<file path="src/rtl/asram_pkg.sv">
package asram_pkg;

  typedef enum logic [2:0] {
    ST_IDLE, ST_RD, ST_RD_TURN, ST_WR, ST_WR_REC, ST_SLEEP, ST_WAKE
  } seq_state_e;

  // Timing limit selectors
  localparam int LIM_ACCESS  = 0;
  localparam int LIM_CYCLE   = 1;
  localparam int LIM_OE_OFF  = 2;
  localparam int LIM_WPULSE  = 3;
  localparam int LIM_CS_END  = 4;
  localparam int LIM_AD_END  = 5;
  localparam int LIM_DSETUP  = 6;
  localparam int LIM_WE_OFF  = 7;

  function automatic int lim_ns(input int grade, input int sel);
    int g;
    g = (grade < 0) ? 0 : (grade > 2) ? 2 : grade;
    case (sel)
      LIM_ACCESS, LIM_CYCLE: return (g == 0) ? 55 : (g == 1) ? 70 : 100;
      LIM_OE_OFF, LIM_WE_OFF: return (g == 0) ? 20 : (g == 1) ? 25 : 30;
      LIM_WPULSE: return (g == 0) ? 45 : (g == 1) ? 50 : 70;
      LIM_CS_END, LIM_AD_END: return (g == 0) ? 50 : (g == 1) ? 60 : 80;
      LIM_DSETUP: return (g == 0) ? 25 : (g == 1) ? 30 : 40;
      default: return 100;
    endcase
  endfunction

  function automatic int ns_to_cyc(input int ns, input int period);
    int c;
    c = (ns + period - 1) / period;
    return (c < 1) ? 1 : c;
  endfunction

  function automatic int imax(input int a, input int b);
    return (a > b) ? a : b;
  endfunction

endpackage

</file>
<file path="src/rtl/asram_delay_cnt.sv">
module asram_delay_cnt #(
  parameter int CNT_W = 4
) (
  input  logic             clk,
  input  logic             rst_n,
  input  logic             load,
  input  logic [CNT_W-1:0] load_val,
  output logic [CNT_W-1:0] value,
  output logic             zero
);
  always_ff @(posedge clk or negedge rst_n) begin
    if (!rst_n)         value <= '0;
    else if (load)      value <= load_val;
    else if (value != 0) value <= value - 1'b1;
  end
  assign zero = (value == '0);
endmodule

</file>
<file path="src/rtl/asram_seq.sv">
module asram_seq
  import asram_pkg::*;
#(
  parameter int CNT_W  = 4,
  parameter int T_ACC  = 3,
  parameter int T_TURN = 1,
  parameter int T_WLO  = 3,
  parameter int T_WREC = 1,
  parameter int T_WAKE = 3
) (
  input  logic             clk,
  input  logic             rst_n,
  input  logic             req_valid,
  input  logic             req_wr,
  input  logic             sleep_req,
  input  logic             cnt_zero,
  output seq_state_e       state,
  output logic             cnt_load,
  output logic [CNT_W-1:0] cnt_val,
  output logic             req_ready,
  output logic             accept,
  output logic             capture
);
  seq_state_e nxt;

  assign req_ready = (state == ST_IDLE) && !sleep_req;
  assign accept    = req_ready && req_valid;

  always_comb begin
    nxt      = state;
    cnt_load = 1'b0;
    cnt_val  = '0;
    capture  = 1'b0;
    case (state)
      ST_IDLE: begin
        if (sleep_req) nxt = ST_SLEEP;
        else if (req_valid) begin
          cnt_load = 1'b1;
          if (req_wr) begin
            nxt = ST_WR;
            cnt_val = CNT_W'(T_WLO - 1);
          end else begin
            nxt = ST_RD;
            cnt_val = CNT_W'(T_ACC - 1);
          end
        end
      end
      ST_RD: if (cnt_zero) begin
        capture  = 1'b1;
        nxt      = ST_RD_TURN;
        cnt_load = 1'b1;
        cnt_val  = CNT_W'(T_TURN - 1);
      end
      ST_RD_TURN: if (cnt_zero) nxt = ST_IDLE;
      ST_WR: if (cnt_zero) begin
        nxt      = ST_WR_REC;
        cnt_load = 1'b1;
        cnt_val  = CNT_W'(T_WREC - 1);
      end
      ST_WR_REC: if (cnt_zero) nxt = ST_IDLE;
      ST_SLEEP: if (!sleep_req) begin
        nxt      = ST_WAKE;
        cnt_load = 1'b1;
        cnt_val  = CNT_W'(T_WAKE - 1);
      end
      ST_WAKE: if (cnt_zero) nxt = ST_IDLE;
      default: nxt = ST_IDLE;
    endcase
  end

  always_ff @(posedge clk or negedge rst_n) begin
    if (!rst_n) state <= ST_IDLE;
    else        state <= nxt;
  end
endmodule

</file>
<file path="src/rtl/asram_datapath.sv">
module asram_datapath
  import asram_pkg::*;
#(
  parameter int ADDR_W = 17,
  parameter int DATA_W = 8,
  parameter int CNT_W  = 4,
  parameter int T_WLO  = 3,
  parameter int T_WOFF = 1
) (
  input  logic              clk,
  input  logic              rst_n,
  input  seq_state_e        state,
  input  logic [CNT_W-1:0]  cnt,
  input  logic              accept,
  input  logic              capture,
  input  logic [ADDR_W-1:0] req_addr,
  input  logic [DATA_W-1:0] req_wdata,
  input  logic [DATA_W-1:0] ram_dq_in,
  output logic [ADDR_W-1:0] ram_addr,
  output logic [DATA_W-1:0] ram_dq_out,
  output logic              ram_dq_oe,
  output logic              ram_ce1_n,
  output logic              ram_ce2,
  output logic              ram_we_n,
  output logic              ram_oe_n,
  output logic [DATA_W-1:0] rd_data,
  output logic              rd_valid,
  output logic              sleep_ack
);
  localparam int DRV_LIM = T_WLO - T_WOFF;

  logic active;

  always_ff @(posedge clk or negedge rst_n) begin
    if (!rst_n) begin
      ram_addr   <= '0;
      ram_dq_out <= '0;
      rd_data    <= '0;
      rd_valid   <= 1'b0;
    end else begin
      if (accept) begin
        ram_addr   <= req_addr;
        ram_dq_out <= req_wdata;
      end
      if (capture) rd_data <= ram_dq_in;
      rd_valid <= capture;
    end
  end

  assign active    = (state == ST_RD) || (state == ST_WR);
  assign ram_ce1_n = !active;
  assign ram_ce2   = (state != ST_SLEEP);
  assign ram_oe_n  = (state != ST_RD);
  assign ram_we_n  = (state != ST_WR);
  assign ram_dq_oe = (state == ST_WR) && (int'(cnt) < DRV_LIM);
  assign sleep_ack = (state == ST_SLEEP);
endmodule

</file>
<file path="src/rtl/asram_ctrl.sv">
module asram_ctrl
  import asram_pkg::*;
#(
  parameter int CLK_NS = 20,
  parameter int GRADE  = 0,
  parameter int ADDR_W = 17,
  parameter int DATA_W = 8
) (
  input  logic              clk,
  input  logic              rst_n,
  input  logic              req_valid,
  output logic              req_ready,
  input  logic              req_wr,
  input  logic [ADDR_W-1:0] req_addr,
  input  logic [DATA_W-1:0] req_wdata,
  output logic              rd_valid,
  output logic [DATA_W-1:0] rd_data,
  input  logic              sleep_req,
  output logic              sleep_ack,
  output logic [ADDR_W-1:0] ram_addr,
  output logic              ram_ce1_n,
  output logic              ram_ce2,
  output logic              ram_we_n,
  output logic              ram_oe_n,
  output logic [DATA_W-1:0] ram_dq_out,
  output logic              ram_dq_oe,
  input  logic [DATA_W-1:0] ram_dq_in
);
  localparam int T_ACC  = imax(ns_to_cyc(lim_ns(GRADE, LIM_ACCESS), CLK_NS),
                               ns_to_cyc(lim_ns(GRADE, LIM_CYCLE), CLK_NS));
  localparam int T_TURN = ns_to_cyc(lim_ns(GRADE, LIM_OE_OFF), CLK_NS);
  localparam int T_WOFF = ns_to_cyc(lim_ns(GRADE, LIM_WE_OFF), CLK_NS);
  localparam int T_DS   = ns_to_cyc(lim_ns(GRADE, LIM_DSETUP), CLK_NS);
  localparam int T_WLO  = imax(imax(ns_to_cyc(lim_ns(GRADE, LIM_WPULSE), CLK_NS),
                                    ns_to_cyc(lim_ns(GRADE, LIM_CS_END), CLK_NS)),
                               imax(ns_to_cyc(lim_ns(GRADE, LIM_AD_END), CLK_NS),
                                    T_WOFF + T_DS));
  localparam int T_WREC = imax(1, ns_to_cyc(lim_ns(GRADE, LIM_CYCLE), CLK_NS) - T_WLO);
  localparam int T_WAKE = ns_to_cyc(lim_ns(GRADE, LIM_CYCLE), CLK_NS);
  localparam int T_MAX  = imax(imax(T_ACC, T_WLO), imax(T_WAKE, imax(T_TURN, T_WREC)));
  localparam int CNT_W  = $clog2(T_MAX + 1);

  seq_state_e       state;
  logic             cnt_load, cnt_zero, accept, capture;
  logic [CNT_W-1:0] cnt_val, cnt;

  asram_delay_cnt #(.CNT_W(CNT_W)) i_cnt (
    .clk(clk), .rst_n(rst_n), .load(cnt_load), .load_val(cnt_val),
    .value(cnt), .zero(cnt_zero)
  );

  asram_seq #(
    .CNT_W(CNT_W), .T_ACC(T_ACC), .T_TURN(T_TURN), .T_WLO(T_WLO),
    .T_WREC(T_WREC), .T_WAKE(T_WAKE)
  ) i_seq (
    .clk(clk), .rst_n(rst_n), .req_valid(req_valid), .req_wr(req_wr),
    .sleep_req(sleep_req), .cnt_zero(cnt_zero), .state(state),
    .cnt_load(cnt_load), .cnt_val(cnt_val), .req_ready(req_ready),
    .accept(accept), .capture(capture)
  );

  asram_datapath #(
    .ADDR_W(ADDR_W), .DATA_W(DATA_W), .CNT_W(CNT_W), .T_WLO(T_WLO), .T_WOFF(T_WOFF)
  ) i_dp (
    .clk(clk), .rst_n(rst_n), .state(state), .cnt(cnt), .accept(accept),
    .capture(capture), .req_addr(req_addr), .req_wdata(req_wdata),
    .ram_dq_in(ram_dq_in), .ram_addr(ram_addr), .ram_dq_out(ram_dq_out),
    .ram_dq_oe(ram_dq_oe), .ram_ce1_n(ram_ce1_n), .ram_ce2(ram_ce2),
    .ram_we_n(ram_we_n), .ram_oe_n(ram_oe_n), .rd_data(rd_data),
    .rd_valid(rd_valid), .sleep_ack(sleep_ack)
  );
endmodule

</file>
<file path="config.mk">
export PLATFORM = sky130hd
export DESIGN_NAME = asram_ctrl
export DESIGN_NICKNAME = d
export VERILOG_FILES = /design/src/rtl/asram_pkg.sv /design/src/rtl/asram_delay_cnt.sv /design/src/rtl/asram_seq.sv /design/src/rtl/asram_datapath.sv /design/src/rtl/asram_ctrl.sv
export SDC_FILE = /design/constraint.sdc
export NUM_CORES = 1
export LEC_CHECK = 0
export BUFFER_PORTS_ARGS = -buffer_cell sky130_fd_sc_hd__clkbuf_2
export CAP_MARGIN = 25
export CORE_MARGIN = 4
export CORE_UTILIZATION = 49
export CTS_CLUSTER_SIZE = 8
export DETAILED_ROUTE_END_ITERATION = 12
export PLACE_DENSITY = 0.86
export SYNTH_ARGS = -nofsm -noshare
export SYNTH_HDL_FRONTEND = slang
export SYNTH_SLANG_ARGS = --single-unit
</file>
<file path="constraint.sdc">
create_clock -name clk -period 4.25 [get_ports clk]
set_input_delay 0.85 -clock clk [delete_from_list [all_inputs] [get_ports clk]]
set_output_delay 0.85 -clock clk [all_outputs]
set_load 0.005 [all_outputs]
</file>
# == Yosys cells after proc, flatten, opt, wreduce, memory -nomap -nowiden ==
# Index checks and enable logic that the tools add are counted.
# op_classes
n_eq_ne,14
order_cmp,1
n_mux,20
n_reduce_logical,13
addsub,1
# ops
op,n
3-bit 2-to-1 mux,6
3-bit one-hot mux with 5 select lines,1
2-bit 2-to-1 mux,6
3-bit == test (second input constant),3
3-bit by 2-bit == test with 1-bit output (second input constant),2
2-bit != test (second input constant),3
3-bit != test (second input constant),2
1-bit 2-to-1 mux,5
5-bit AND reduction,1
2-bit one-hot mux with 2 select lines,1
2-bit nonzero test,2
3-bit by 1-bit == test with 1-bit output (second input constant),1
1-bit logical AND,3
3-bit zero test,1
3-bit by 1-bit != test with 1-bit output (second input constant),1
3-bit by 2-bit != test with 1-bit output (second input constant),1
1-bit one-hot mux with 3 select lines,1
3-bit OR reduction,1
1-bit zero test,2
2-bit zero test,1
2-bit < comparator (second input constant),1
2-bit by 1-bit != test with 1-bit output (second input constant),1
2-bit OR reduction,1
2-bit by 1-bit subtractor with 2-bit output (second input constant),1
1-bit logical OR,1
# word_totals
output_inout_bits,41
reg_bits,39
word_cells,55

# == Depth between registers and ports, before layout ==
# Gate-level depths: netlist of the first run.
# logic_depth
word_depth,4
ltp_mapped,6

# == Hierarchy ==
# Synthesis of the first run repeated with hierarchy kept, for this count alone.
# hier_totals
cells_unflattened,123
area_unflattened_um2,1818.0
# by_module_without_submodules
module,instances,cells_each,seq_area_each_um2,area_per_inst_um2
asram_datapath,1,77,850.8,1402.6
asram_seq,1,34,75.1,302.8
asram_delay_cnt,1,12,50.0,112.6

# == Least setup slack after synthesis of the first run ==
# OpenSTA, ideal clock, no wires.
# synth_path
path_type,in2out
start,input port sleep_req
end,output port req_ready
arrival_time_ns,1.095
setup_slack_ns,2.305
stages,1
required_time_ns,3.400
cell_sequence,nor4_4
# synth_via
elab_chain_len,2
# synth_lines
element,line_no,text
start: declaration,asram_ctrl.sv:18,"input logic sleep_req,"
1-bit zero test,asram_seq.sv:26,assign req_ready = (state == ST_IDLE) && !sleep_req;
1-bit logical AND,asram_seq.sv:26,
end: declaration,asram_ctrl.sv:12,"output logic req_ready,"
# Every way passes these cells.

# == Worst setup path in the final report of the first run ==
# layout_path
start,register i_seq.state[2]
end,output port ram_oe_n
# layout_via
elab_chain_len,1
# layout_lines
element,line_no,text
start: declaration,asram_seq.sv:17,"output seq_state_e state,"
start signal: assignment,asram_seq.sv:73,else state <= nxt;
3-bit by 1-bit != test with 1-bit output,asram_datapath.sv:53,assign ram_oe_n = (state != ST_RD);
end: declaration,asram_ctrl.sv:24,"output logic ram_oe_n,"
# Every way passes these cells.

==> results of run 1 <==
==> registers in the layout, summed over array words and instances, names as in the netlist <==
register,cells
i_dp.ram_addr,17
i_dp.ram_dq_out,8
i_dp.rd_data,8
i_seq.state,3
i_cnt.value,2
i_dp.rd_valid,1
==> synthesized netlist by cell type (all sizes together) <==
cell type	instances
a211o	1
a21boi	1
a21oi	3
a311oi	1
and2	1
and2b	1
and3b	1
buf	3
clkbuf	2
dfrtp	39
ha	1
inv	5
mux2	34
nand2	5
nand2b	1
nand3	2
nor2	7
nor3b	1
nor4	2
o211ai	1
o21ai	7
==> layer usage <==
metal,wire [µm],part of all wire [%]
met3,314,9.1
met1,1452,42
met2,1666,48
met4,31,0.89
met5,0,0
==> power groups by stage <==
stage	registers (W)	clock network, W	logic [W]
after floorplan	0.000671	0	0.000382
after global placement	0.000686	0	0.000601
after detailed placement	0.000697	0	0.000620
after CTS	0.000690	0.000182	0.000621
after global routing	0.000715	0.000201	0.000672
final	0.000690	0.000173	0.000611
==> logic make-up (layout without fill, tap and decap cells) <==
family          count (synthesis)  in the layout
buf+inv                        10             91
simple gates                   21             21
flops                          39             39
compound gates                 14             14
fa+ha+maj                       1              1
mux                            34             34
==> critical path: cells and delay by family, from the launching register on <==
kind	cells	cell delay, ns
buffers and inverters	1	0.15
flip-flops	1	0.60
AND/OR/NAND/NOR	2	0.40
==> worst min-delay path by stage <==
stage | from | to | depth (start not counted)
2_1_floorplan | i_dp.ram_dq_out[0] | i_dp.ram_dq_out[0] | 1
3_3_place_gp | i_dp.ram_dq_out[1] | i_dp.ram_dq_out[1] | 1
3_5_place_dp | i_dp.ram_addr[11] | i_dp.ram_addr[11] | 1
4_1_cts | i_dp.rd_data[6] | i_dp.rd_data[6] | 1
5_1_grt | i_dp.ram_addr[11] | i_dp.ram_addr[11] | 1
6_report | i_dp.rd_data[6] | i_dp.rd_data[6] | 1
==> layout make-up <==
class                      instances  area [µm²]
clock buffer                       7       45.04
tap                               46       57.56
clock inverter                     1       5.005
fill                             277        1189
sequential                        39       975.9
timing repair buffer              78       390.4
multi-input combinational         70       681.9
inverter                           5       18.77
==> through the flow <==
step / utilization (%) / power (W) / hold WS (ns) / instances
floorplan: - / 0.001054 / 0.5041 / 119
global placement: 63.17 / 0.001288 / 0.4871 / 238
detailed placement: 63.17 / 0.001317 / 0.4919 / 238
CTS: 64.66 / 0.001493 / 0.5196 / 246
global route: 64.66 / 0.001588 / 0.5287 / 246
finish: 64.66 / 0.001474 / 0.5161 / 246
==> run_results.csv, run 1 <==
group,metric,value,unit
grt,total_overflow_reported_by_the_global_router,0,
placed_design,hpwlAfterDp,2.621,mm
setup_path,worstPathMaxFanout,12,
grt,track_usage,15.87,%
logic_synthesis,synthesis.yosys.warnings,0,
setup_path,cp-endpoint,"ram_oe_n",
cells_and_area,final_net_count,238,
clock_network,htree_num_levels,2,
clock_network,post_cts_resize_count,0,
setup_path,cp_required,3.40,ns
floorplan,width_of_the_die,67.10,µm
setup_path,max_stage_delay,0.60,ns
cells_and_area,layout_cell_share_with_drive_strength_beyond_1,60.50,%
logic_synthesis,post_synth_xor_area_fraction,0,%
sta,setup_repair_after_global_routing_missed_its_margin,"false",
routing,vias_per_cell,4.793,
grt,grt_util_met1,20.69,%
pwr,power_share_of_the_clock_group,11.7,%
setup_path,critical_path_class,"flip-flop to primary output",
flow_run,max-cap-violations,0,
routing,totalWireLength,3.464,mm
sta,setup-tns-final,0,ns
pwr,share_comb_of_total_power,41.4,%
pwr,static-leakage-power,1.167,nW
pwr,ir_drop,0.3196,mV
sta,timing_hold_violations_final,0,
clock_network,cts.path.max_buffers,2,
worst_hold_path,hold_path_class,"flip-flop to flip-flop",
logic_synthesis,synth-compound-area-share,4.825,%
grt,first_global_vias,1079,
logic_synthesis,ys_seq_elements,39,
pwr,power-per-cell-area,677.8,nW/µm²
sta,setup_slack,1.920,ns
logic_synthesis,yosysSeqAreaShare,57.02,%
routing,drt_first_iter_violations,67,
logic_synthesis,synth.top_cell.area_share,57.02,%
pwr,p_sw_share,32.26,%
logic_synthesis,synth.distinct_cells,26,
clock_network,clkSlewWorstSetupHoldPaths,0.10,ns
logic_synthesis,mapped_nets,158,
logic_synthesis,synthCells,119,
sta,final.period_utilization,54.82,%
logic_synthesis,post_synth_fa_ha_maj_area_fraction,0.7310,%
grt,grt_busiest_layer,"met2",
run_status,result_of_the_run,"completed",
grt,globalRouteMet3Util,5.902,%
floorplan,design.die.area,4502,µm²
pwr,internal_power,0.0009984,W
sta,maxClockFrequency,429.2,MHz
setup_path,setup.worst_path.end_class,"primary output",
setup_path,r2r.worst_path.cells,3,
pwr,register_share_of_total_power,46.8,%
floorplan,core,3363,µm²
clock_network,tritoncts,"done",
logic_synthesis,synth_area,1712,µm²
setup_path,path_cells,"and2b_1, nand2b_1, clkbuf_2",
grt,grt_start_max_net_pins,40,
grt,grt_pass1_wl,5.223,mm
placed_design,gp_routability_congestion,0.7827,
setup_path,worstSetupStartpointType,"flip-flop",
cells_and_area,flow.area_growth_from_synthesis,27.05,%
setup_path,reg2reg_end,"i_dp.ram_addr[15]",
floorplan,start_util,50.89,%
placed_design,placement.setup.worst_slack,1.881,ns
cells_and_area,antennaDiodeCount,0,
setup_path,critPathSlowestCell,"sky130_fd_sc_hd__dfrtp_1",
sta,tightest_slew_margin_relative_to_the_limit,37.04,%
sta,post-route-min-period,2.330,ns
setup_path,worst_setup_path_startpoint,"i_seq.state[2]",
routing,drc,0,
pwr,switching_power,0.0004755,W
clock_network,postCtsSetupBuffers,0,
grt,globalRouteMet2Util,23.93,%
clock_network,cts_buf_count,5,
setup_path,setup.reg_to_reg.worst_slack,2.26,ns
sta,setup_viol,0,
routing,avgRoutedWirePerCell,14.08,µm
clock_network,worst_skew_pair.late_latency,0.33,ns
clock_network,cts_root_buffer,"sky130_fd_sc_hd__clkbuf_4",
logic_synthesis,mean_syn_cell_area,14.38,µm²
routing,final_antenna_net_count,0,
placed_design,number_of_input_and_output_port_buffers_inserted,78,
logic_synthesis,dominant_combinational_cell_family_by_area_after_synthesis,"multiplexers",
cells_and_area,final_design_area_no_fill,2175,µm²
sta,worst_slew_pin_slew,0.9445,ns
placed_design,postPlaceCellArea,2125,µm²
logic_synthesis,netlist_top_cells_area,"sky130_fd_sc_hd__dfrtp_1 (57%), sky130_fd_sc_hd__mux2_4 (18%), sky130_fd_sc_hd__mux2_2 (9.2%)",
routing,detailroute.via_count,1179,
grt,grt_antenna_before_repair,0,
clock_network,ctsHoldBuffers,0,
setup_path,worst_ep_arrival_time,1.48,ns
clock_network,clkSinkCount,39,
floorplan,ioPinCount,79,
sta,clock-skew-final,0.004053,ns
logic_synthesis,synth_simple_gate_area_share,7.529,%
logic_synthesis,post_synth_mux_area_share,26.75,%
floorplan,placementRows,21,
logic_synthesis,synth_top_cell_by_area,"sky130_fd_sc_hd__dfrtp_1",
cells_and_area,most_frequent_cells_in_the_layout,"sky130_fd_sc_hd__clkbuf_2 (78), sky130_fd_sc_hd__dfrtp_1 (39), sky130_fd_sc_hd__mux2_4 (20)",
setup_path,worst_r2r_startpoint,"i_seq.state[2]",
routing,drt-pass1-iter-count,4,
cells_and_area,layout.cells.most_common,"sky130_fd_sc_hd__clkbuf_2",
floorplan,die_h,67.10,µm
sta,maxSlewViolCount,0,
(Power assumes the default switching activity.)
==> inputs of run 2 (changes only) <==
--- a/config.mk
+++ b/config.mk
@@ -5,13 +5,14 @@
 export SDC_FILE = /design/constraint.sdc
 export NUM_CORES = 1
 export LEC_CHECK = 0
+export ABC_AREA = 1
 export BUFFER_PORTS_ARGS = -buffer_cell sky130_fd_sc_hd__clkbuf_2
 export CAP_MARGIN = 25
 export CORE_MARGIN = 4
-export CORE_UTILIZATION = 49
+export CORE_UTILIZATION = 42
 export CTS_CLUSTER_SIZE = 8
 export DETAILED_ROUTE_END_ITERATION = 12
-export PLACE_DENSITY = 0.86
+export PLACE_DENSITY = 0.79
 export SYNTH_ARGS = -nofsm -noshare
 export SYNTH_HDL_FRONTEND = slang
 export SYNTH_SLANG_ARGS = --single-unit
==> constraint.sdc (replaced) <==
create_clock -name clk -period 2 [get_ports clk]
set_input_delay 0.4 -clock clk [delete_from_list [all_inputs] [get_ports clk]]
set_output_delay 0.4 -clock clk [all_outputs]
set_load 0.005 [all_outputs]
==> run 2 against run 1 <==
Clock skew rose by 0.0015 ns. Area after synthesis rose by 2.0%. Cell count rose by 34%. Setup slack got worse by 1.6 ns. First-iteration DRC count rose by 79%. Largest cell class unchanged.
==> run_results.csv, run 2 <==
group,metric,value,unit
run_status,result_of_the_run,"completed",
cells_and_area,largestRegisters,"i_dp.ram_addr x17, i_dp.ram_dq_out x8, i_dp.rd_data x8",
logic_synthesis,ys_seq_elements,39,
grt,grt_start_max_net_pins,40,
pwr,power-per-cell-area,1448,nW/µm²
setup_path,worst_setup_path_startpoint,"i_seq.state[0]",
placed_design,number_of_input_and_output_port_buffers_inserted,78,
logic_synthesis,yosysSeqAreaShare,55.91,%
setup_path,r2r.worst_path.cells,5,
setup_path,critPathSlowestCell,"sky130_fd_sc_hd__dfrtp_1",
cells_and_area,flow.area_growth_from_synthesis,28.60,%
logic_synthesis,ys_async_sr_fraction,100.0,%
sta,setup-tns-final,0,ns
routing,drt-pass1-iter-count,4,
setup_path,worstSetupStartpointType,"flip-flop",
setup_path,cp-endpoint,"sleep_ack",
routing,vias_per_cell,4.760,
logic_synthesis,netlist_top_cells_area,"sky130_fd_sc_hd__dfrtp_1 (56%), sky130_fd_sc_hd__nand2_1 (18%), sky130_fd_sc_hd__nand3_1 (8.6%)",
logic_synthesis,synthFlopType,"sky130_fd_sc_hd__dfrtp_1",
logic_synthesis,synth_area,1745,µm²
placed_design,postPlaceCellArea,2160,µm²
sta,setup_repair_after_global_routing_missed_its_margin,"false",
logic_synthesis,synth.top_cell.area_share,55.91,%
clock_network,clkSinkCount,39,
setup_path,setup.worst_path.end_class,"primary output",
routing,totalWireLength,4.086,mm
cells_and_area,layout.cells.most_common,"sky130_fd_sc_hd__nand2_1",
logic_synthesis,synth_most_common_cell,"sky130_fd_sc_hd__nand2_1",
routing,drt_first_iter_violations,120,
clock_network,cts_buf_count,5,
clock_network,cts_root_buffer,"sky130_fd_sc_hd__clkbuf_8",
clock_network,worst_skew_pair.late_latency,0.29,ns
sta,clock-skew-final,0.005557,ns
pwr,static-leakage-power,1.305,nW
setup_path,path_cells,"inv_2, nor2_4, nand2_1, inv_1, clkbuf_2",
setup_path,setup.reg_to_reg.worst_slack,0.56,ns
placed_design,hpwlAfterDp,2.954,mm
logic_synthesis,synthesis.yosys.warnings,0,
grt,grt_pass1_wl,6.817,mm
logic_synthesis,mean_syn_cell_area,8.860,µm²
sta,worst_slew_pin_slew,0.4949,ns
logic_synthesis,synthCells,197,
floorplan,placementRows,23,
setup_path,worst_r2r_startpoint,"i_seq.state[2]",
cells_and_area,final_net_count,317,
placed_design,gp_routability_congestion,0.8104,
cells_and_area,final_design_area_no_fill,2245,µm²
cells_and_area,regMostFlops,"i_dp.ram_addr",
grt,first_global_vias,1502,
logic_synthesis,mapped_nets,236,
clock_network,tritoncts,"done",
setup_path,max_stage_delay,0.43,ns
routing,final_antenna_net_count,0,
logic_synthesis,synth.distinct_cells,23,
setup_path,cp_required,1.60,ns
sta,timing_hold_violations_final,0,
grt,total_overflow_reported_by_the_global_router,0,
clock_network,cts.path.max_buffers,2,
setup_path,worst_ep_arrival_time,1.30,ns
sta,setup_viol,0,
worst_hold_path,hold_path_class,"primary input to asynchronous set/reset pin",
floorplan,ioPinCount,79,
logic_synthesis,synth_enable_flop_cells,0,
setup_path,critical_path_class,"flip-flop to primary output",
floorplan,width_of_the_die,72.47,µm
clock_network,ctsHoldBuffers,0,
grt,track_usage,16.37,%
clock_network,htree_num_levels,2,
logic_synthesis,synth.cells.most_frequent,"sky130_fd_sc_hd__nand2_1 (84), sky130_fd_sc_hd__dfrtp_1 (39), sky130_fd_sc_hd__nand3_1 (30)",
clock_network,clkSlewWorstSetupHoldPaths,0.08,ns
cells_and_area,most_frequent_cells_in_the_layout,"sky130_fd_sc_hd__nand2_1 (84), sky130_fd_sc_hd__clkbuf_2 (78), sky130_fd_sc_hd__dfrtp_1 (39)",
logic_synthesis,synth_top_cell_by_area,"sky130_fd_sc_hd__dfrtp_1",
pwr,ir_drop,0.6929,mV
flow_run,max-cap-violations,0,
sta,tightest_slew_margin_relative_to_the_limit,67.01,%
grt,grt_antenna_before_repair,0,
floorplan,start_util,43.63,%
cells_and_area,antennaDiodeCount,0,
sta,post-route-min-period,1.704,ns
clock_network,postCtsSetupBuffers,0,
routing,avgRoutedWirePerCell,12.42,µm
cells_and_area,largest_register_ff_count,17,
floorplan,core,4000,µm²
sta,maxSlewViolCount,0,
cells_and_area,utilization,56.12,%
sta,maxClockFrequency,587.0,MHz
floorplan,design.die.area,5251,µm²
cells_and_area,layout_cell_share_with_drive_strength_beyond_1,35.48,%
setup_path,reg2reg_end,"i_cnt.value[1]",
routing,detailroute.via_count,1566,
setup_path,worstPathMaxFanout,6,
floorplan,die_h,72.47,µm
sta,final.period_utilization,85.18,%
clock_network,post_cts_resize_count,0,
routing,drc,0,
[run 2: stage by stage]
step                power (W)  hold slack, ns  std cells  setup slack (ns)
detailed placement   0.002776          0.4640        321            0.5437
CTS                  0.003309          0.1653        329            0.2821
global placement     0.002720          0.4612        321            0.5744
floorplan            0.002208          0.1044        197            0.6211
global route         0.003544          0.1874        329            0.1869
finish               0.003250          0.1596        329            0.2965
[run 2: cells by family after synthesis]
| family | Yosys count | share of synthesized area, % |
|---|---|---|
| AND/OR/NAND/NOR | 134 | 35.84 |
| flip-flops | 39 | 55.91 |
| buffers and inverters | 18 | 5.949 |
| AO/OA/AOI/OAI | 5 | 1.577 |
| adder cells (fa/ha/maj) | 1 | 0.7167 |
[run 2: cell type report]
cell class                      count  area, µm²
Clock buffer                        6      72.57
Clock inverter                      2      12.51
Fill cell                         398       1755
Inverter                           11      42.54
Multi-Input combinational cell    140      665.6
Sequential cell                    39      975.9
Tap cell                           50      62.56
Timing Repair Buffer               81      412.9
[run 2: power by group]
group / leakage [nW] / internal, W / switching [W]
logic: 0.780 / 0.000580 / 0.000763
clock network: 0.0412 / 0.000244 / 0.000267
registers: 0.484 / 0.00116 / 0.000238
total: 1.31 / 0.00198 / 0.00127
[run 2: how the worst min path moves through the flow]
| stage | depth (start not counted) | to |
|---|---|---|
| after floorplan | 0 | i_cnt.value[0] |
| after global placement | 2 | i_dp.rd_data[0] |
| after detailed placement | 2 | i_dp.ram_dq_out[3] |
| after CTS | 2 | i_dp.ram_dq_out[3] |
| after global routing | 2 | i_dp.ram_dq_out[3] |
| final | 2 | i_dp.ram_dq_out[3] |
[run 2: layer usage]
metal	up-vias	part of all wire, %	track usage, %
li1	782	-	-
met1	721	44	21.61
met2	59	47	26.09
met3	4	8.6	4.432
met4	0	1.1	5.533
met5	-	0	0
[run 2: critical path, delay by kind of cell (launching register included)]
kind / cells / cell delay [ns]
DFF: 1 / 0.43
and+or+nand+nor: 2 / 0.30
buffers and inverters: 3 / 0.29
==> inputs of run 3 (changes only) <==
--- a/config.mk
+++ b/config.mk
@@ -5,14 +5,12 @@
 export SDC_FILE = /design/constraint.sdc
 export NUM_CORES = 1
 export LEC_CHECK = 0
-export ABC_AREA = 1
 export BUFFER_PORTS_ARGS = -buffer_cell sky130_fd_sc_hd__clkbuf_2
 export CAP_MARGIN = 25
-export CORE_MARGIN = 4
-export CORE_UTILIZATION = 42
+export CORE_UTILIZATION = 30
 export CTS_CLUSTER_SIZE = 8
 export DETAILED_ROUTE_END_ITERATION = 12
-export PLACE_DENSITY = 0.79
+export PLACE_DENSITY = 0.61
 export SYNTH_ARGS = -nofsm -noshare
 export SYNTH_HDL_FRONTEND = slang
 export SYNTH_SLANG_ARGS = --single-unit
==> run 3 against run 2 <==
Utilization is 15 points lower. Flip-flop and latch count stayed put. Fmax is 6.4% lower. First-iteration DRC count is 66% lower. Critical path type unchanged.
==> run_results.csv, run 3 (same netlist as run 1, synthesis figures left out) <==
group,metric,value,unit
run_status,result_of_the_run,"completed",
sta,finalHoldWorstSlack,0.08022,ns
grt,total_overflow_reported_by_the_global_router,0,
setup_path,setup.reg_to_reg.worst_slack,0.34,ns
placed_design,gp_routability_congestion,0.7390,
setup_path,worstSetupStartpointType,"flip-flop",
routing,avgRoutedWirePerCell,12.51,µm
pwr,power-per-cell-area,1432,nW/µm²
sta,timing_hold_violations_final,0,
pwr,p_sw_share,31.11,%
routing,drt_first_iter_violations,41,
sta,setup_viol,0,
floorplan,die_h,77.54,µm
floorplan,placementRows,27,
sta,setup_repair_after_global_routing_missed_its_margin,"false",
setup_path,cp-endpoint,"ram_dq_oe",
floorplan,width_of_the_die,77.54,µm
clock_network,htree_num_levels,2,
routing,drt-pass1-iter-count,2,
clock_network,post_cts_resize_count,0,
setup_path,worst_setup_path_startpoint,"i_seq.state[2]",
setup_path,setup.worst_path.end_class,"primary output",
cells_and_area,filler_cell_count,541,
sta,maxClockFrequency,549.7,MHz
pwr,static-leakage-power,1.194,nW
placed_design,number_of_input_and_output_port_buffers_inserted,78,
floorplan,core,5507,µm²
clock_network,cts_buf_count,5,
pwr,switching_power,0.001010,W
setup_path,worstPathMaxFanout,12,
setup_path,critical_path_class,"flip-flop to primary output",
grt,grt_pass1_wl,5.685,mm
cells_and_area,largestRegisters,"i_dp.ram_addr x17, i_dp.ram_dq_out x8, i_dp.rd_data x8",
clock_network,cts.path.max_buffers,2,
pwr,ir_drop,0.3913,mV
cells_and_area,most_frequent_cells_in_the_layout,"sky130_fd_sc_hd__clkbuf_2 (78), sky130_fd_sc_hd__dfrtp_1 (39), sky130_fd_sc_hd__mux2_4 (20)",
clock_network,clkSlewWorstSetupHoldPaths,0.08,ns
grt,track_usage,12.39,%
grt,grt_antenna_before_repair,0,
sta,post-route-min-period,1.819,ns
routing,drc,0,
setup_path,worst_ep_arrival_time,1.42,ns
sta,clock-skew-final,0.01001,ns
cells_and_area,finish.cell_count_without_fillers,274,
setup_path,reg2reg_end,"i_dp.rd_data[4]",
cells_and_area,antennaDiodeCount,0,
setup_path,cp_required,1.60,ns
pwr,internal_power,0.002236,W
clock_network,ctsHoldBuffers,0,
clock_network,cts_root_buffer,"sky130_fd_sc_hd__clkbuf_8",
clock_network,clkSinkCount,39,
pwr,share_comb_of_total_power,39.7,%
routing,detailroute.via_count,1190,
sta,worst_slew_pin_slew,0.5347,ns
sta,tightest_slew_margin_relative_to_the_limit,64.36,%
grt,grt_start_max_net_pins,26,
floorplan,design.die.area,6012,µm²
setup_path,r2r.worst_path.cells,4,
floorplan,start_util,31.08,%
grt,first_global_vias,1180,
placed_design,place.detailed.instances,266,
routing,totalWireLength,3.429,mm
cells_and_area,largest_register_ff_count,17,
clock_network,tritoncts,"done",
worst_hold_path,hold_path_class,"primary input to asynchronous set/reset pin",
routing,vias_per_cell,4.343,
floorplan,ioPinCount,79,
cells_and_area,final_net_count,240,
cells_and_area,flow.area_growth_from_synthesis,32.38,%
pwr,register_share_of_total_power,45.0,%
cells_and_area,regMostFlops,"i_dp.ram_addr",
clock_network,postCtsSetupBuffers,0,
routing,final_antenna_net_count,0,
sta,final.period_utilization,90.96,%
pwr,power_share_of_the_clock_group,15.3,%
placed_design,hpwlAfterDp,2.697,mm
cells_and_area,layout.cells.most_common,"sky130_fd_sc_hd__clkbuf_2",
sta,maxSlewViolCount,0,
sta,setup-tns-final,0,ns
clock_network,worst_skew_pair.late_latency,0.29,ns
cells_and_area,layout_cell_share_with_drive_strength_beyond_1,60.89,%
flow_run,max-cap-violations,0,
setup_path,worst_r2r_startpoint,"i_seq.state[2]",
run 3: changes by cell type in the layout (fill, tap and decap cells not counted), sizes merged, moves of 2 or more:
cell / change
nand4: -2
nand2: -80
o21ai: +4
inv: -5
nor4: +2
nand3: -30
a21oi: +2
mux2: +34
nor2: -7
run 3: cell type report:
type,instances,area (µm²),area share [%]
Clock buffer,7,76.32,3.368
Clock inverter,1,5.005,0.2209
Inverter,5,18.77,0.8283
Multi-Input combinational cell,70,681.9,30.09
Sequential cell,39,975.9,43.07
Tap cell,72,90.09,3.976
Timing Repair Buffer,80,417.9,18.44
run 3: power by group through the flow:
stage	Clock (W)	Combinational, W	Sequential, W
detailed placement	0	0.00132	0.00148
global route	0.000555	0.00144	0.00152
CTS	0.000517	0.00132	0.00146
floorplan	0	0.000812	0.00143
global placement	0	0.00129	0.00147
finish	0.000497	0.00129	0.00146
run 3: critical path, cell delays in order (launching register included):
cell and delay [ns]:
sky130_fd_sc_hd__dfrtp_1 0.51, sky130_fd_sc_hd__and2b_1 0.30, sky130_fd_sc_hd__nand2_1 0.09, sky130_fd_sc_hd__nor2_1 0.12
sky130_fd_sc_hd__clkbuf_2 0.12
run 3: stage by stage:
| step | total power [W] | util, % | worst slack (ns) | area (µm²) |
|---|---|---|---|---|
| final | 0.003246 | 41.15 | 0.1808 | 2266 |
| after global routing | 0.003517 | 41.15 | 0.05564 | 2266 |
| after CTS | 0.003300 | 41.15 | 0.1689 | 2266 |
| after detailed placement | 0.002792 | 39.67 | 0.3446 | 2185 |
| after global placement | 0.002758 | 39.67 | 0.3369 | 2185 |
| after floorplan | 0.002239 | - | 0.5177 | 1712 |
run 3: worst min-delay path by stage:
stage,depth (start not counted),slack (ns),endpoint,startpoint
2_1_floorplan,0,0.10,i_cnt.value[0],rst_n
3_3_place_gp,1,0.41,i_dp.ram_addr[13],rst_n
3_5_place_dp,1,0.41,i_dp.ram_addr[8],rst_n
4_1_cts,1,0.1,i_dp.rd_data[3],rst_n
5_1_grt,1,0.12,i_dp.ram_addr[15],rst_n
6_report,1,0.08,i_cnt.value[0],rst_n
run 3: metal layers:
layer / up-vias / part of all wire [%] / track usage, %
met3: 6 / 5.7 / 4.000
met4: 0 / 1.7 / 5.094
met2: 43 / 49 / 20.88
met5: - / 0 / 0
li1: 579 / - / -
met1: 562 / 43 / 14.45
